[config.mk]
export PLATFORM = sky130hd
export DESIGN_NAME = flash_cmd_decoder
export DESIGN_NICKNAME = d
export VERILOG_FILES = /design/src/rtl/flash_cmd_decoder.sv
export SDC_FILE = /design/constraint.sdc
export NUM_CORES = 1
export LEC_CHECK = 0
export BUFFER_PORTS_ARGS = -buffer_cell sky130_fd_sc_hd__clkbuf_2
export CORE_MARGIN = 3
export CORE_UTILIZATION = 54
export DETAILED_ROUTE_END_ITERATION = 8
export HOLD_SLACK_MARGIN = 0.03
export PLACE_DENSITY_LB_ADDON = 0.2
export SLEW_MARGIN = 20
export SYNTH_ARGS = -nofsm -noshare
export SYNTH_HDL_FRONTEND = slang
export SYNTH_SLANG_ARGS = --single-unit
[constraint.sdc]
create_clock -name clk -period 2.43 [get_ports clk]
set_input_delay 0.243 -clock clk [delete_from_list [all_inputs] [get_ports clk]]
set_output_delay 0.243 -clock clk [all_outputs]
set_load 0.005 [all_outputs]
[src/rtl/flash_cmd_decoder.sv]
module flash_cmd_decoder #(
  parameter int AW = 22,
  parameter int DW = 16,
  parameter int UW = 11
) (
  input  logic          clk,
  input  logic          rst_n,
  input  logic          wr_en,
  input  logic [AW-1:0] wr_addr,
  input  logic [DW-1:0] wr_data,
  output logic          op_valid,
  output logic [3:0]    op_code,
  output logic [AW-1:0] op_addr,
  output logic [DW-1:0] op_data,
  output logic          bypass_active,
  output logic          autosel_active
);
  localparam logic [UW-1:0] ADR_HI = UW'(12'h555);
  localparam logic [UW-1:0] ADR_LO = UW'(12'h2AA);
  localparam logic [3:0] OP_NONE = 4'd0, OP_PROG = 4'd1, OP_SECT = 4'd2,
                         OP_CHIP = 4'd3, OP_ASEL = 4'd4, OP_BYEN = 4'd5,
                         OP_BYEX = 4'd6, OP_SUSP = 4'd7, OP_RESM = 4'd8,
                         OP_RST  = 4'd9;

  typedef enum logic [3:0] {
    S_IDLE, S_UNL1, S_UNL2, S_PGM, S_ER1, S_ER2, S_ER3,
    S_BY_IDLE, S_BY_PGM, S_BY_EXIT, S_ASEL
  } st_t;

  st_t        st, nxt;
  logic       fire;
  logic [3:0] code;
  logic [7:0] d8;
  logic       at_hi, at_lo, seq_open;

  assign d8       = wr_data[7:0];
  assign at_hi    = wr_addr[UW-1:0] == ADR_HI;
  assign at_lo    = wr_addr[UW-1:0] == ADR_LO;
  assign seq_open = st inside {S_IDLE, S_UNL1, S_UNL2, S_ER1, S_ER2, S_ER3};

  assign bypass_active  = st inside {S_BY_IDLE, S_BY_PGM, S_BY_EXIT};
  assign autosel_active = st == S_ASEL;

  always_comb begin
    nxt  = st;
    fire = 1'b0;
    code = OP_NONE;
    if (seq_open && d8 == 8'hF0) begin
      fire = 1'b1; code = OP_RST; nxt = S_IDLE;
    end else begin
      case (st)
        S_IDLE: begin
          if (d8 == 8'hB0) begin fire = 1'b1; code = OP_SUSP; end
          else if (d8 == 8'h30) begin fire = 1'b1; code = OP_RESM; end
          else if (d8 == 8'hAA && at_hi) nxt = S_UNL1;
        end
        S_UNL1: nxt = (d8 == 8'h55 && at_lo) ? S_UNL2 : S_IDLE;
        S_UNL2: begin
          nxt = S_IDLE;
          if (at_hi) begin
            case (d8)
              8'hA0: nxt = S_PGM;
              8'h80: nxt = S_ER1;
              8'h90: begin nxt = S_ASEL; fire = 1'b1; code = OP_ASEL; end
              8'h20: begin nxt = S_BY_IDLE; fire = 1'b1; code = OP_BYEN; end
              default: nxt = S_IDLE;
            endcase
          end
        end
        S_PGM: begin fire = 1'b1; code = OP_PROG; nxt = S_IDLE; end
        S_ER1: nxt = (d8 == 8'hAA && at_hi) ? S_ER2 : S_IDLE;
        S_ER2: nxt = (d8 == 8'h55 && at_lo) ? S_ER3 : S_IDLE;
        S_ER3: begin
          nxt = S_IDLE;
          if (d8 == 8'h10 && at_hi) begin fire = 1'b1; code = OP_CHIP; end
          else if (d8 == 8'h30) begin fire = 1'b1; code = OP_SECT; end
        end
        S_BY_IDLE: begin
          if (d8 == 8'hA0) nxt = S_BY_PGM;
          else if (d8 == 8'h90) nxt = S_BY_EXIT;
          else if (d8 == 8'hB0) begin fire = 1'b1; code = OP_SUSP; end
          else if (d8 == 8'h30) begin fire = 1'b1; code = OP_RESM; end
        end
        S_BY_PGM: begin fire = 1'b1; code = OP_PROG; nxt = S_BY_IDLE; end
        S_BY_EXIT: begin
          nxt = S_BY_IDLE;
          if (d8 == 8'h00) begin fire = 1'b1; code = OP_BYEX; nxt = S_IDLE; end
        end
        S_ASEL: if (d8 == 8'hF0) begin fire = 1'b1; code = OP_RST; nxt = S_IDLE; end
        default: nxt = S_IDLE;
      endcase
    end
  end

  always_ff @(posedge clk) begin
    if (!rst_n) begin
      st       <= S_IDLE;
      op_valid <= 1'b0;
      op_code  <= OP_NONE;
      op_addr  <= '0;
      op_data  <= '0;
    end else begin
      op_valid <= 1'b0;
      if (wr_en) begin
        st <= nxt;
        if (fire) begin
          op_valid <= 1'b1;
          op_code  <= code;
          op_addr  <= wr_addr;
          op_data  <= wr_data;
        end
      end
    end
  end

  a_r13_pulse_follows_write: assert property (@(posedge clk) disable iff (!rst_n)
    op_valid |-> $past(wr_en));
  a_r13_single_cycle_pulse: assert property (@(posedge clk) disable iff (!rst_n)
    op_valid |=> (!op_valid || $past(wr_en)));
  a_r6_bypass_entry: assert property (@(posedge clk) disable iff (!rst_n)
    $rose(bypass_active) |-> (op_valid && op_code == OP_BYEN));
  a_r8_bypass_exit: assert property (@(posedge clk) disable iff (!rst_n)
    $fell(bypass_active) |-> (op_valid && op_code == OP_BYEX));
  a_r5_autosel_entry: assert property (@(posedge clk) disable iff (!rst_n)
    $rose(autosel_active) |-> (op_valid && op_code == OP_ASEL));
  a_r5_autosel_exit: assert property (@(posedge clk) disable iff (!rst_n)
    $fell(autosel_active) |-> (op_valid && op_code == OP_RST));
  a_r5_modes_exclusive: assert property (@(posedge clk) disable iff (!rst_n)
    !(bypass_active && autosel_active));
  a_r4_chip_at_unlock_addr: assert property (@(posedge clk) disable iff (!rst_n)
    (op_valid && op_code == OP_CHIP) |-> (op_addr[UW-1:0] == ADR_HI && op_data[7:0] == 8'h10));
  a_r2_prog_code_range: assert property (@(posedge clk) disable iff (!rst_n)
    op_valid |-> (op_code != OP_NONE && op_code <= OP_RST));
endmodule

==> reports/results.ini, run 1 <==
[outcome]
status = complete, no violations

[sta]
min_period_ns = 2.26
worstMarginPinSlew_ns = 0.482
finalMaxSlewViolations = 0
clock_skew_ns = 0.00711
finalCritPeriodShare = 0.928
relSlewSlack = 0.676
holdWs_ns = 0.242
finalWorstSetupSlack_ns = 0.174
setup_viol = 0
setup_tns_ns = 0
hold_viol = 0
maxClockFrequency_mhz = 443
rsz0062_at_grt = no

[cts]
htreeDepth = 2
ctsResizeCount = 0
cts.clk_slew.worst_paths_ns = 0.09
cts.path.max_buffers = 2
cts_setup_buffers = 0
clock-sinks = 47
clk_latency_ns = 0.31
cts.root.buffer_cell = clkbuf_8
cts_tree = built
hold_buffers = 0
cts_buffers = 5

[worst_setup_path]
reg2regPathDepth = 6
crit_type = reg2reg
crit_fanout = 46
required_ns = 2.68
end_kind = flip-flop
critPathLaunchType = flip-flop
cp.arrival_ns = 2.51

[global_routing]
grt_pass1_wl_um = 15400
grtUsageTotal = 0.257
grt_max_degree = 85
overflow = 0
grt_pass1_vias = 3299
antenna_found_initial = 0

[synth]
synth_compound_area_frac = 0.237
ys_types = 49
synth_enable_flop_cells = 0
synthTopCellsByArea = dfxtp_1 (29%), or4_1 (9.4%), a32oi_1 (9.1%), nand3_1 (7.3%), and3_1 (7.1%)
synthXorXnorAreaFrac = 0.00534
synth_simple_gate_area_frac = 0.395
syn_nets = 475
ys_seq_area_frac = 0.287
synth_top_family_by_area = simple AND/OR/NAND/NOR gates
ys_warn_count = 0
synth-seq-cells = 47
synthMuxAreaShare = 0
synth-main-ff-cell = dfxtp_1
netlist_instances = 434
synth_common_cells = nand3_1 (48), dfxtp_1 (47), clkbuf_1 (42)
yosysMostFrequentCell = nand3_1
synth.cell_area_um2 = 3280
async_flop_share = 0
yosysTopAreaCellShare = 0.287
synth_area_leader_cell = dfxtp_1
synthAdderAreaFrac = 0
synth.avg_cell_area_um2 = 7.56

[routing]
vias_per_cell = 6.67
drt_pass1_iterations = 5
met3_wirelength_um = 840
drc = 0
highest_layer = met4
met1Wirelength_um = 3990
drt_wl_total_um = 9610
num_vias = 3771
avgRoutedWirePerCell_um = 17.0
ant_nets = 0
wl_met2_um = 4580
drt-initial-drc-count = 342

[pwr]
p_leak_nw = 1.66
p_per_area_nw_per_um2 = 388
worst_ir_drop_vdd_v = 0.000205

[die]
die_area_um2 = 7040
ios = 86
fp.dieW_um = 83.9
row_count = 27
start_util = 0.578
die_height_um = 83.9
coreArea_um2 = 5680

[placement]
gp_congestion = 0.980
post-place-ws_ns = 0.139
port_buffers = 85
dp_hpwl_um = 6590

[final_layout]
syn_to_final_growth_pct = 18.8
antennaDiodeCount = 0
nNetsFinal = 533
drive_above_1_share = 0.249

[min_path]
min_path_cells = 3
worstHoldPathType = in2reg

[job]
max-cap-violations = 0

[layout make-up]
class	instances	area, um^2
repair buffers	105	628
clock buffers	7	96.3
flip-flops and latches	47	941
clock inverters	1	7.51
well taps	72	90.1
multi-input cells	328	2110
fillers	494	1780
inverters	5	18.8
[power by group]
part           internal (mW)  switching [mW]
clock                  0.259           0.278
sequential             0.776         0.00623
combinational         0.0738           0.119
[kinds of logic after synthesis]
| family | count (synthesis) |
|---|---|
| DFF | 47 |
| buffers and inverters | 59 |
| and+or+nand+nor | 220 |
| AOI/OAI and AO/OA | 106 |
| xor gates and xnor gates | 2 |
[final timing paths]
path,from,end,slack [ns]
max,st[1]$_SDFFE_PN0P_,op_data[12]$_SDFFE_PN0P_,0.17
max reg2reg,st[1]$_SDFFE_PN0P_,op_data[12]$_SDFFE_PN0P_,0.17
min reg2reg,op_data[3]$_SDFFE_PN0P_,op_data[3]$_SDFFE_PN0P_,0.51
min,wr_data[2],op_data[2]$_SDFFE_PN0P_,0.24
[cells in the final DEF (no fill, tap or decap), types with 4 or more instances in the layout]
master	n
o32ai_1	5
nor3_1	6
nor2b_1	4
a32oi_1	34
and3_1	37
clkbuf_8	7
or4_1	41
o21ai_0	37
nor4_1	5
buf_4	17
nand3_1	48
nand2b_1	4
nor4bb_1	4
clkbuf_2	84
dfxtp_1	47
nor2_1	7
nand4_1	5
o221a_2	4
inv_1	5
nand2_1	41
o211ai_1	7
buf_12	4
[metrics by stage]
| step | power [mW] | utilization | cell area [um^2] | std cells |
|---|---|---|---|---|
| 3_3_place_gp | 0.985 | 0.668 | 3790 | 557 |
| 6_report | 1.51 | 0.686 | 3890 | 565 |
| 4_1_cts | 1.52 | 0.686 | 3890 | 565 |
| 3_5_place_dp | 0.989 | 0.668 | 3790 | 557 |
| 2_1_floorplan | 0.906 | - | 3280 | 434 |
| 5_1_grt | 1.57 | 0.686 | 3890 | 565 |
[flip-flops by register name (all words and copies together) (netlist names)]
name      cells
op_addr      22
st            4
op_valid      1
op_data      16
op_code       4
[routing by layer]
metal | vias up | track usage
met5 | - | 0
met4 | 0 | 0.0936
met3 | 20 | 0.0533
met2 | 184 | 0.406
met1 | 1746 | 0.345
li1 | 1821 | -
[worst max-delay path, cell delays in order, from the launching register on]
cell and delay, ns:
dfxtp_1 0.59, nor3_1 0.12, o2111ai_1 0.41, o2bb2ai_4 0.22, buf_12 0.23, or4_1 0.54
nand3_1 0.08
(Power assumes the default switching activity.)
==> inputs of run 2 (changes only) <==
Settings changed: CORE_ASPECT_RATIO from default to 1.2.
==> run 2 against run 1 <==
Effect of this change:
- non-clock buffer count increased by 1
- register-to-register slack improved by 0.03 ns
- setup slack better by 0.029 ns
- maximum frequency up 1.3%
- clock skew is 0.0043 ns higher
- critical path depth fell by 1
- sequential power barely moved
- cell area is 0.42% lower
- via count decreased by 1.7%
- critical path type unchanged
- largest cell class unchanged
==> reports/results.ini, run 2 (synthesis results as in run 1) <==
[sta]
relSlewSlack = 0.598
maxClockFrequency_mhz = 449
rsz0062_at_grt = no
worstMarginPinSlew_ns = 0.603
min_period_ns = 2.23
hold_viol = 0
setup_viol = 0
finalCritPeriodShare = 0.916
setup_tns_ns = 0
finalMaxSlewViolations = 0
finalWorstSetupSlack_ns = 0.203
holdWs_ns = 0.249
clock_skew_ns = 0.0114

[die]
row_count = 30
fp.dieW_um = 77.1
die_height_um = 91.4
ios = 86
start_util = 0.567
coreArea_um2 = 5780
die_area_um2 = 7050

[global_routing]
grtUsageTotal = 0.263
grt_pass1_vias = 3408
grt_pass1_wl_um = 15600
overflow = 0
antenna_found_initial = 0
grt_max_degree = 72

[placement]
dp_cells = 566
post-place-ws_ns = 0.111
post_dp_cell_area_um2 = 3780
gp_congestion = 0.965
dp_hpwl_um = 6640
port_buffers = 85

[cts]
clk_latency_ns = 0.30
clock-sinks = 47
cts.path.max_buffers = 2
ctsResizeCount = 0
cts_buffers = 5
cts_tree = built
cts.clk_slew.worst_paths_ns = 0.09
hold_buffers = 0
htreeDepth = 2
cts.root.buffer_cell = clkbuf_8
cts_setup_buffers = 0

[worst_setup_path]
r2r_end = st[2]$_SDFFE_PN0P_
critPathLaunchType = flip-flop
cp.arrival_ns = 2.43
reg2regPathDepth = 5
crit_fanout = 11
crit_type = reg2reg
required_ns = 2.64
end_kind = flip-flop
r2r-start = st[0]$_SDFFE_PN0P_
regToRegSetupSlack_ns = 0.20

[routing]
avgRoutedWirePerCell_um = 16.7
drt-initial-drc-count = 268
drt_wl_total_um = 9580
ant_nets = 0
num_vias = 3708
vias_per_cell = 6.46
drt_pass1_iterations = 4
drc = 0

[min_path]
min_to = op_data[2]$_SDFFE_PN0P_
hold_start = wr_data[2]
min_path_cells = 3
worstHoldPathType = in2reg

[final_layout]
drive_above_1_share = 0.249
syn_to_final_growth_pct = 18.3
largest_reg_flops = 22
largest_registers = op_addr: 22 flops, op_data: 16 flops
mostFrequentLayoutCell = clkbuf_2
top_register = op_addr
nNetsFinal = 534
finalInstanceArea_um2 = 3880
utilization = 0.671
fillers = 536
final_cells = 574
antennaDiodeCount = 0
layout_common_cells = clkbuf_2 (84), nand3_1 (48), dfxtp_1 (47), nand2_1 (41), or4_1 (41)

[pwr]
p_leak_nw = 1.65
power_mw = 1.48
worst_ir_drop_vdd_v = 0.000252
p_per_area_nw_per_um2 = 381

[job]
max-cap-violations = 0

[outcome]
status = complete, no violations

==> run 2: cell types whose count changed in the layout (fill, tap and decap cells not counted) <==
cell,change
clkinv_4,+1
buf_12,-2
clkinvlp_4,-1
clkbuf_1,+1
buf_4,+3
clkbuf_8,-1
==> run 2: cell type report <==
| cell class | instances | area, um^2 | share of cell area |
|---|---|---|---|
| inverters | 5 | 18.8 | 0.00484 |
| multi-input cells | 328 | 2110 | 0.545 |
| clock inverters | 1 | 8.76 | 0.00226 |
| clock buffers | 7 | 86.3 | 0.0223 |
| flip-flops and latches | 47 | 941 | 0.243 |
| well taps | 80 | 100 | 0.0258 |
| repair buffers | 106 | 611 | 0.157 |
==> run 2: how the worst max path moves through the flow <==
stage                             startpoint                 endpoint  slack [ns]  cells past startpoint
final                     st[0]$_SDFFE_PN0P_       st[2]$_SDFFE_PN0P_        0.20                      5
after global routing      st[0]$_SDFFE_PN0P_  op_addr[9]$_SDFFE_PN0P_        0.07                      6
after CTS                 st[0]$_SDFFE_PN0P_       st[2]$_SDFFE_PN0P_        0.22                      5
after detailed placement          wr_data[0]  op_code[3]$_SDFFE_PN0P_        0.11                      7
after global placement            wr_data[0]  op_code[3]$_SDFFE_PN0P_        0.17                      7
after floorplan                   wr_addr[3]  op_code[3]$_SDFFE_PN0P_        0.39                      7
==> run 2: routing by layer <==
layer | GRT usage | part of all wire | up-vias
met4 | 0.104 | 0.029 | 0
li1 | - | - | 1819
met5 | 0 | 0 | -
met3 | 0.0437 | 0.058 | 24
met1 | 0.328 | 0.43 | 1744
met2 | 0.445 | 0.48 | 121
==> run 2: worst max-delay path, stage by stage (launching register included) <==
cell and delay [ns]:
dfxtp_1 0.56, nor4bb_1 0.46, nand4_1 0.21, or4_1 0.50, and3_1 0.20, o32ai_1 0.20
==> run 2: power by group <==
| part | leakage (nW) | switching (mW) | internal (mW) |
|---|---|---|---|
| combinational | 1.22 | 0.118 | 0.0723 |
| clock | 0.0484 | 0.271 | 0.234 |
| sequential | 0.379 | 0.00634 | 0.776 |
==> inputs of run 3 (changes only) <==
Settings changed: PLACE_DENSITY from default to 0.81, PLACE_DENSITY_LB_ADDON 0.2 to default.
==> run 3 against run 2 <==
Effect of this change:
- maximum frequency is 0.75% lower
- worst hold slack better by 0.025 ns
- critical path type unchanged
- critical endpoint is now op_addr[10]$_SDFFE_PN0P_
- routed wire length is 2.5% higher
- via count rose by 1.9%
- count of clock-buffer cells in the layout did not move
- global-route usage is 0.56 points higher
- largest cell class unchanged
- cell area hardly changed
==> reports/results.ini, run 3 (synthesis results as in run 1) <==
[outcome]
status = complete, no violations

[final_layout]
regArea_um2 = 941
nNetsFinal = 538
antennaDiodeCount = 0
utilization = 0.672
largest_registers = op_addr: 22 flops, op_data: 16 flops
fillers = 529
largest_reg_flops = 22
layout_common_cells = clkbuf_2 (84), nand3_1 (48), dfxtp_1 (47), nand2_1 (41), or4_1 (41)
multi_input_area_um2 = 2110
mostFrequentLayoutCell = clkbuf_2
drive_above_1_share = 0.253
top_register = op_addr
syn_to_final_growth_pct = 18.4
final_cells = 578
finalInstanceArea_um2 = 3880

[job]
max-cap-violations = 0

[sta]
relSlewSlack = 0.553
min_period_ns = 2.24
finalCritPeriodShare = 0.923
setup_viol = 0
finalWorstSetupSlack_ns = 0.187
finalMaxSlewViolations = 0
maxClockFrequency_mhz = 446
clock_skew_ns = 0.00522
worstMarginPinSlew_ns = 0.671
holdWs_ns = 0.274
setup_tns_ns = 0
rsz0062_at_grt = no
hold_viol = 0

[global_routing]
antenna_found_initial = 0
grt_pass1_vias = 3369
grt_max_degree = 79
grt_pass1_wl_um = 15900
grtUsageTotal = 0.268
overflow = 0

[worst_setup_path]
crit_fanout = 42
end_kind = flip-flop
cp_num_buf_inv = 1
critPathLaunchType = flip-flop
required_ns = 2.68
crit_type = reg2reg
worst_path_max_delay_cell = dfxtp_1
slowest_delay_ns = 0.54
cp.arrival_ns = 2.49
crit_chain = nor3_1 > o2111ai_1 > o2bb2ai_4 > buf_12 > or4_1 > nand3_1
crit_family = simple AND/OR/NAND/NOR gates

[die]
die_area_um2 = 7050
fp.dieW_um = 77.1
coreArea_um2 = 5780
start_util = 0.567
ios = 86
die_height_um = 91.4
row_count = 30

[routing]
avgRoutedWirePerCell_um = 17.0
num_vias = 3778
drt_wl_total_um = 9810
ant_nets = 0
vias_per_cell = 6.54
drt-initial-drc-count = 402
drt_pass1_iterations = 5
drc = 0

[cts]
clk_latency_ns = 0.30
cts_setup_buffers = 0
hold_buffers = 0
cts_tree = built
htreeDepth = 2
cts_buffers = 5
ctsResizeCount = 0
clock-sinks = 47
cts.clk_slew.worst_paths_ns = 0.09
cts.path.max_buffers = 2
cts.root.buffer_cell = clkbuf_8

[placement]
port_buffers = 85
dp_hpwl_um = 6820
dp_cells = 570
post-place-ws_ns = 0.209
post_dp_cell_area_um2 = 3800
gp_congestion = 0.936

[pwr]
worst_ir_drop_vdd_v = 0.000216
p_per_area_nw_per_um2 = 372
power_mw = 1.45
p_leak_nw = 1.66

[min_path]
worstHoldPathType = in2reg

run 3: changes by cell type in the layout (fill, tap and decap cells not counted):
cell	change
buf_12	-1
buf_4	+5
clkbuf_1	+1
clkbuf_8	-1
clkinv_2	+1
clkinv_4	-1
run 3: area by class of cell:
cell class | instances | share of cell area
multi-input cells | 328 | 0.544
flip-flops and latches | 47 | 0.242
repair buffers | 110 | 0.162
well taps | 80 | 0.0258
clock buffers | 7 | 0.0197
inverters | 5 | 0.00483
clock inverters | 1 | 0.00129
run 3: layer usage:
| metal | share of wire | vias up | global-route usage |
|---|---|---|---|
| met3 | 0.066 | 20 | 0.0446 |
| met1 | 0.43 | 1779 | 0.354 |
| met2 | 0.48 | 152 | 0.442 |
| met4 | 0.022 | 0 | 0.0875 |
| li1 | - | 1827 | - |
| met5 | 0 | - | 0 |
run 3: worst paths after layout:
check	from	to	slack (ns)	cells after the start
setup / recovery	st[0]$_SDFFE_PN0P_	op_addr[10]$_SDFFE_PN0P_	0.19	6
hold / removal	wr_data[0]	op_data[0]$_SDFFE_PN0P_	0.27	3
hold reg to reg	op_data[3]$_SDFFE_PN0P_	op_data[3]$_SDFFE_PN0P_	0.52	2
setup reg to reg	st[0]$_SDFFE_PN0P_	op_addr[10]$_SDFFE_PN0P_	0.19	6
run 3: worst reg2reg max path, cell delays in order, from the launching register on:
cell	delay (ns)
dfxtp_1	0.54
nor3_1	0.17
o2111ai_1	0.39
o2bb2ai_4	0.23
buf_12	0.24
or4_1	0.54
nand3_1	0.09
run 3: where the power goes:
group | switching, mW | internal, mW | total (mW)
Sequential | 0.00627 | 0.776 | 0.783
Combinational | 0.120 | 0.0731 | 0.193
Clock | 0.267 | 0.203 | 0.470
Total | 0.393 | 1.05 | 1.45
